`config.mk`:
```
export PLATFORM = sky130hd
export DESIGN_NAME = msi_line_ctrl
export DESIGN_NICKNAME = d
export VERILOG_FILES = /design/src/rtl/msi_line_ctrl.sv
export SDC_FILE = /design/constraint.sdc
export NUM_CORES = 1
export LEC_CHECK = 0
export BUFFER_PORTS_ARGS = -buffer_cell sky130_fd_sc_hd__buf_2
export CAP_MARGIN = 20
export CORE_MARGIN = 2
export CORE_UTILIZATION = 45
export DETAILED_ROUTE_END_ITERATION = 10
export PLACE_DENSITY = 0.67
export SYNTH_ARGS = -nofsm -noshare
export SYNTH_HDL_FRONTEND = slang
export SYNTH_SLANG_ARGS = --single-unit
```
`constraint.sdc`:
```
create_clock -name clk -period 5.6 [get_ports clk]
set_input_delay 0.56 -clock clk [delete_from_list [all_inputs] [get_ports clk]]
set_output_delay 0.56 -clock clk [all_outputs]
set_load 0.05 [all_outputs]
```
`src/rtl/msi_line_ctrl.sv`:
```
module msi_line_ctrl #(
  parameter int ADDR_W = 8,
  parameter int DATA_W = 16,
  parameter int IDX_W  = 2
) (
  input  logic              clk,
  input  logic              rst,
  input  logic              cpu_req,
  input  logic              cpu_we,
  input  logic [ADDR_W-1:0] cpu_addr,
  input  logic [DATA_W-1:0] cpu_wdata,
  output logic              cpu_stall,
  output logic              cpu_done,
  output logic [DATA_W-1:0] cpu_rdata,
  output logic              bus_req,
  input  logic              bus_gnt,
  output logic [1:0]        bus_cmd,
  output logic [ADDR_W-1:0] bus_addr,
  output logic [DATA_W-1:0] bus_wdata,
  input  logic [DATA_W-1:0] bus_rdata,
  input  logic              snp_valid,
  input  logic [1:0]        snp_cmd,
  input  logic [ADDR_W-1:0] snp_addr,
  output logic              flush_valid,
  output logic [DATA_W-1:0] flush_data
);
  localparam int LINES = 1 << IDX_W;
  localparam int TAG_W = ADDR_W - IDX_W;
  localparam logic [1:0] ST_I = 2'd0, ST_S = 2'd1, ST_M = 2'd2;
  localparam logic [1:0] C_RD = 2'd0, C_RDX = 2'd1, C_UPG = 2'd2, C_WB = 2'd3;

  logic [1:0]        st [LINES];
  logic [TAG_W-1:0]  tg [LINES];
  logic [DATA_W-1:0] dt [LINES];
  logic              busy, done_q;
  logic [DATA_W-1:0] rdata_q;

  logic [IDX_W-1:0] c_idx, s_idx;
  logic [TAG_W-1:0] c_tag, s_tag;
  logic c_match, c_valid, victim_dirty, hit, accept, gnt, s_hit;

  assign c_idx        = cpu_addr[IDX_W-1:0];
  assign c_tag        = cpu_addr[ADDR_W-1:IDX_W];
  assign c_match      = tg[c_idx] == c_tag;
  assign c_valid      = c_match && st[c_idx] != ST_I;
  assign victim_dirty = !c_match && st[c_idx] == ST_M;
  assign hit          = c_valid && (!cpu_we || st[c_idx] == ST_M);
  assign accept       = cpu_req && !busy && !done_q && !snp_valid;
  assign gnt          = busy && bus_gnt;

  assign s_idx = snp_addr[IDX_W-1:0];
  assign s_tag = snp_addr[ADDR_W-1:IDX_W];
  assign s_hit = tg[s_idx] == s_tag && st[s_idx] != ST_I;

  assign bus_req   = busy;
  assign bus_cmd   = victim_dirty ? C_WB : (cpu_we ? (c_valid ? C_UPG : C_RDX) : C_RD);
  assign bus_addr  = victim_dirty ? {tg[c_idx], c_idx} : cpu_addr;
  assign bus_wdata = dt[c_idx];

  assign flush_valid = snp_valid && s_hit && st[s_idx] == ST_M &&
                       (snp_cmd == C_RD || snp_cmd == C_RDX);
  assign flush_data  = dt[s_idx];

  assign cpu_stall = cpu_req && !done_q;
  assign cpu_done  = done_q;
  assign cpu_rdata = rdata_q;

  always_ff @(posedge clk) begin
    if (rst) begin
      for (int i = 0; i < LINES; i++) begin
        st[i] <= ST_I;
        tg[i] <= '0;
        dt[i] <= '0;
      end
      busy    <= 1'b0;
      done_q  <= 1'b0;
      rdata_q <= '0;
    end else begin
      done_q <= 1'b0;
      if (snp_valid && s_hit && !gnt) begin
        case (snp_cmd)
          C_RD:    if (st[s_idx] == ST_M) st[s_idx] <= ST_S;
          C_RDX:   st[s_idx] <= ST_I;
          C_UPG:   st[s_idx] <= ST_I;
          default: ;
        endcase
      end
      if (accept) begin
        if (hit) begin
          done_q  <= 1'b1;
          rdata_q <= dt[c_idx];
          if (cpu_we) dt[c_idx] <= cpu_wdata;
        end else begin
          busy <= 1'b1;
        end
      end
      if (gnt) begin
        if (bus_cmd == C_WB) begin
          st[c_idx] <= ST_I;
        end else begin
          tg[c_idx] <= c_tag;
          busy      <= 1'b0;
          done_q    <= 1'b1;
          if (bus_cmd == C_RD) begin
            dt[c_idx] <= bus_rdata;
            st[c_idx] <= ST_S;
            rdata_q   <= bus_rdata;
          end else begin
            dt[c_idx] <= cpu_wdata;
            st[c_idx] <= ST_M;
            rdata_q   <= cpu_wdata;
          end
        end
      end
    end
  end
endmodule

```
==> results of run 1 <==
final cells by class:
class / count / area, sq um / area share, %
clock buffers: 24 / 492 / 6.52
clock inverters: 8 / 77.6 / 1.03
inverters: 8 / 30.0 / 0.398
multi-input cells: 307 / 2860 / 37.8
flip-flops and latches: 114 / 3240 / 43.0
well taps: 180 / 225 / 2.98
repair buffers: 122 / 623 / 8.26
final timing paths:
check                                    end  slack [ns]  cells past startpoint
worst min-delay path            cpu_rdata[8]        0.46                      3
worst max-delay path                tg[2][0]        1.20                     10
worst min register to register       bus_req        0.54                      2
worst max register to register      tg[2][0]        1.47                      9
cells by family after synthesis:
logic type	count (synthesis)	share of synthesized area, %
xor+xnor	14	1.96
simple gates	141	11.7
fa+ha+maj	2	0.399
flops	114	51.7
buf+inv	46	3.41
compound gates	48	5.23
mux	102	25.6
routing by layer:
| metal | up-vias | share of wire [%] | GRT usage [%] |
|---|---|---|---|
| li1 | 2030 | - | - |
| met1 | 2289 | 40 | 30.1 |
| met2 | 205 | 49 | 37.5 |
| met3 | 40 | 8.3 | 6.13 |
| met4 | 0 | 2.7 | 11.5 |
| met5 | - | 0 | 0 |
power groups by stage:
stage | registers (uW) | clock network [uW] | logic (uW)
after floorplan | 1000 | 0 | 281
after global placement | 990 | 0 | 406
after detailed placement | 992 | 0 | 410
after CTS | 976 | 1030 | 412
after global routing | 979 | 1070 | 433
final | 976 | 1020 | 411
metrics by stage:
step / cells / hold slack [ns] / worst slack (ns)
after global routing: 763 / 0.457 / 1.03
after floorplan: 467 / 0.717 / 1.44
final: 763 / 0.456 / 1.20
after detailed placement: 731 / 0.532 / 0.871
after global placement: 731 / 0.531 / 1.01
after CTS: 763 / 0.436 / 1.30
registers in the layout, summed over array words and instances (netlist names):
signal	flops
dt	64
tg	24
cpu_rdata	16
st	8
bus_req	1
cpu_done	1
layout by cell type (no fill, tap or decap), types with 5 or more instances in the layout:
| cell | instances |
|---|---|
| xor2_1 | 5 |
| dfxtp_1 | 18 |
| o21ai_0 | 8 |
| nor3_1 | 53 |
| buf_2 | 117 |
| inv_1 | 8 |
| and2_1 | 27 |
| a211oi_1 | 8 |
| mux2_2 | 6 |
| mux4_2 | 46 |
| xnor2_1 | 9 |
| buf_4 | 5 |
| clkbuf_16 | 17 |
| nand2_1 | 11 |
| nor2_1 | 27 |
| edfxtp_1 | 96 |
| o22ai_1 | 13 |
| mux2i_1 | 50 |
critical path: stages:
cell and delay (ns):
buf_2 0.58, mux4_2 0.43, xnor2_1 0.18, nand4_1 0.24
nor2_2 0.29, mux2i_1 0.13, and2_1 0.20, ha_1 0.23
or3_1 0.76, o21ai_0 0.79
==> impl_results.md, run 1 <==
- Outcome: complete, no violations
- Power, Total: 2410 uW
- Io pins: 118
- Seq pwr share: 40.5%
- Post-synth cell types: 42
- Setup violations, final: 0
- Worst slew margin: 25.5%
- Antenna Nets Post-Route: 0
- Longest Clk Path Bufs: 2
- First-pass GRT wire length: 25500 um
- Switching share of power: 27.9%
- CTS root buffer: clkbuf_16
- CTS resizes: 0
- Post-DP HPWL: 11300 um
- Final worst-path cycle share: 78.5%
- DRT Pass-1 Iters: 6
- Clock latency on the worst-skew pair: 0.41 ns
- Post-synthesis cell area: 6270 sq um
- Hold/Removal Path Class: in2reg
- Switch Pwr: 672 uW
- GRT Residual Overflow: 0
- Ant. Diodes: 0
- Clk_skew: 0.00653 ns
- Fin crit period: 4.40 ns
- DR WL/cell: 21.9 um
- Max Fclk: 227 MHz
- Fill count: 1140
- Port bufs: 117
- DRT Wirelength: 16700 um
- Area of the die: 14900 sq um
- VDD IR max: 225 uV
- Async set-reset flop share out of synthesis: 0%
- 1st-iter DRT viols: 405
- Vias: 4564
- Portion of total power attributed to combinational logic: 17.1%
- Worst Setup Start Kind: primary input
- Critical Path AT: 4.43 ns
- Cts bufs inserted: 17
- Pwr per Cell Area: 320 nW/um^2
- RR Startpoint: tg[2][1]
- Overall Global Routing Usage: 23.6%
- Mapped Cells: 467
- Clock Sinks: 114
- Initial Utilization: 45.7%
- Largest net degree at the start of global routing: 65
- Worst Path Class, Setup: in2reg
- Critical path required time: 5.64 ns
- Post-synth top cells: edfxtp_1, nor3_1, mux2i_1, mux4_2
- Worst Setup End Kind: register
- CTS tree: built
- Site Rows: 43
- Worst slew pin tran: 1.11 ns
- Worst Path Max Fanout: 31
- Syn nets: 525
- Die Width: 122 um
- Drt drc: 0
- Post CTS Setup Buffer Count: 0
- CTS Hold Bufs: 0
- Largest cells by area after synthesis: edfxtp_1, mux4_2, mux2i_1
- CTS clock-pin slew for the worst setup and hold paths: 0.05 ns
- Leak: 0.00277 uW
- Yosys synthesis warning count: 0
- RSZ-0062 raised after global routing: false
- Post-synthesis sequential area ratio: 51.7%
- Total core area: 13700 sq um
- Total negative setup slack: 0 ns
- Average cell area after synthesis: 13.4 sq um
- Design Area, Final: 7550 sq um
- Die Height: 122 um
- Initial antenna violation count: 0
- Most frequent cell after synthesis: edfxtp_1
- Max-cap violations: 0
- Number of global-route vias before repair: 4685
- Int Power: 1740 uW
- GPL Wtd Cong: 0.878
- Final nets: 628
- Area growth syn-to-layout: 20.4%
- Critical Path Source: cpu_addr[1]
- Fraction of layout instances using a drive strength above 1: 37.4%
- Synthesized flop and latch total: 114
- Top cell type's share of synthesized area: 46.0%
- DR vias/cell: 5.98
- Post-DP Area: 6980 sq um
- Final Max Slew Viols: 0
- Main synth FF type: edfxtp_1
- EDFF count, synth: 96
- Post-layout util: 55.0%
- Max H-tree Level: 4
- Leading area contributor after synthesis: edfxtp_1
- Power share of the clock group: 42.5%
- Fin. Hold Viols: 0
- Hold Startpoint: cpu_wdata[8]
Power figures use the tool's default switching activity.
==> run 2: changes to the inputs <==
==> constraint.sdc (replaced) <==
create_clock -name clk -period 4.1 [get_ports clk]
set_input_delay 0.41 -clock clk [delete_from_list [all_inputs] [get_ports clk]]
set_output_delay 0.41 -clock clk [all_outputs]
set_load 0.05 [all_outputs]
==> run 2 against run 1 <==
Non-clock buffer count up 21. Clock skew up 0.0038 ns. Sequential power up 36%. Wire length down 1.4%. Critical endpoint is now dt[1][10].
==> impl_results.md, run 2 (synthesis results as in run 1) <==
- DR top layer: met4
- Worst slew margin: 31.1%
- Antenna Nets Post-Route: 0
- Critical path required time: 4.21 ns
- R2R depth: 11
- Crit path largest cell delay: 0.52 ns
- Met3 Wirelength: 1290 um
- Port bufs: 117
- Worst Setup Start Kind: register
- Largest net degree at the start of global routing: 65
- Reg-to-reg endpoint: dt[1][10]
- Setup violations, final: 0
- Post-layout util: 56.5%
- Crit-path cells: mux4_2 > xnor2_1 > nand4_1 > buf_4 > o31ai_1 > and2_1 > ha_1 > nor4b_2 > buf_12 > mux2i_1 > nor3_1
- CTS root buffer: clkbuf_16
- Biggest register: dt
- Final nets: 649
- DRT Wirelength: 16500 um
- Final worst-path cycle share: 88.9%
- Site Rows: 43
- Worst Path Class, Setup: reg2reg
- DRT met1 WL: 6990 um
- DR WL/cell: 21.0 um
- Max-cap violations: 0
- Bufs and invs on worst path: 2
- Max FFs per register: 64
- 1st-iter DRT viols: 335
- Most common cell after layout, fill and taps aside: buf_2
- Area of the die: 14900 sq um
- Ant. Diodes: 0
- Portion of total power attributed to combinational logic: 17.5%
- Hold/Removal Path Class: in2reg
- Post-DP HPWL: 11300 um
- Clock Sinks: 114
- RSZ-0062 raised after global routing: false
- Io pins: 118
- Multi-input logic area: 2860 sq um
- Post CTS Setup Buffer Count: 0
- Vias: 4550
- Overall Global Routing Usage: 23.0%
- Max Fclk: 274 MHz
- Pwr per Cell Area: 430 nW/um^2
- Switching share of power: 28.2%
- Longest Clk Path Bufs: 2
- Number of global-route vias before repair: 4463
- Area growth syn-to-layout: 23.7%
- Worst slew pin tran: 1.03 ns
- VDD IR max: 268 uV
- Hold Path Stages: 3
- CTS tree: built
- Die Width: 122 um
- CTS clock-pin slew for the worst setup and hold paths: 0.05 ns
- GPL Wtd Cong: 0.896
- Cts bufs inserted: 17
- GRT Residual Overflow: 0
- Power share of the clock group: 42.7%
- DRT Pass-1 Iters: 4
- Switch Pwr: 941 uW
- Total negative setup slack: 0 ns
- CTS Hold Bufs: 0
- CP delay by family, top: multiplexers
- RR Startpoint: tg[3][1]
- Initial antenna violation count: 0
- Hold worst-path end: cpu_rdata[8]
- Drt drc: 0
- Reg area: 3240 sq um
- Initial Utilization: 45.7%
- Int Power: 2390 uW
- Clock latency on the worst-skew pair: 0.41 ns
- Total core area: 13700 sq um
- Worst Path Max Fanout: 17
- Max H-tree Level: 4
- Worst Setup End Kind: register
- Fin crit period: 3.65 ns
- First-pass GRT wire length: 24800 um
- Fraction of layout instances using a drive strength above 1: 39.7%
- Clk_skew: 0.0103 ns
- FF-to-FF setup slack: 0.45 ns
- CTS resizes: 0
- Fill count: 1128
- Met2 Wirelength: 7830 um
- Final Max Slew Viols: 0
- Leak: 0.00289 uW
- Die Height: 122 um
- Critical Path AT: 3.76 ns
- Fin. Hold Viols: 0
- Seq pwr share: 39.8%
- Hold Startpoint: cpu_wdata[8]
- Commonest non-fill, non-tap cells in the layout: buf_2, edfxtp_1, nor3_1
- Outcome: complete, no violations
- Slowest-stage cell, CP: mux4_2
- DR vias/cell: 5.80
==> run 2: cell count changes in the layout (fill, tap and decap cells not counted), sizes merged <==
cell / delta
clkinvlp: -1
inv: +2
clkinv: +3
clkbuf: -5
bufinv: +1
buf: +21
==> run 2: final cells by class <==
| cell class | count | share of cell area, % |
|---|---|---|
| sequential | 114 | 41.8 |
| inverter | 8 | 0.387 |
| multi-input combinational | 307 | 36.8 |
| clock buffer | 19 | 5.58 |
| clock inverter | 13 | 1.76 |
| timing repair buffer | 143 | 10.7 |
| tap | 180 | 2.90 |
==> run 2: worst max path at each step <==
stage / slack [ns] / end / depth (start not counted) / startpoint
4_1_cts: 0.47 / dt[1][10] / 11 / tg[3][4]
6_report: 0.45 / dt[1][10] / 11 / tg[3][1]
2_1_floorplan: 0.09 / dt[2][0] / 11 / cpu_addr[0]
5_1_grt: 0.26 / dt[1][10] / 11 / tg[2][4]
3_5_place_dp: 0.09 / dt[1][10] / 11 / cpu_addr[0]
3_3_place_gp: 0.19 / dt[1][10] / 11 / cpu_addr[0]
==> run 2: power groups by stage <==
| stage | sequential (uW) | combinational (uW) | clock [uW] |
|---|---|---|---|
| floorplan | 1370 | 383 | 0 |
| global placement | 1350 | 578 | 0 |
| detailed placement | 1350 | 582 | 0 |
| CTS | 1330 | 585 | 1440 |
| global route | 1330 | 614 | 1490 |
| finish | 1330 | 583 | 1420 |
==> run 2: routing by layer <==
metal	vias up	track usage, %
li1	2067	-
met1	2247	32.0
met2	204	35.0
met3	32	5.38
met4	0	9.05
met5	-	0
==> run 2: worst min-delay path: stages <==
cell and delay [ns]:
buf_2 0.09, mux2i_1 0.06, o22ai_1 0.11
==> run 2: through the flow <==
step	power, uW	setup WS, ns	hold WS, ns	cells	area [sq um]
2_1_floorplan	1750	0.0908	0.599	467	6270
3_3_place_gp	1930	0.186	0.526	752	7180
3_5_place_dp	1930	0.0918	0.529	752	7180
4_1_cts	3350	0.470	0.283	784	7750
5_1_grt	3440	0.262	0.292	784	7750
6_report	3330	0.454	0.296	784	7750
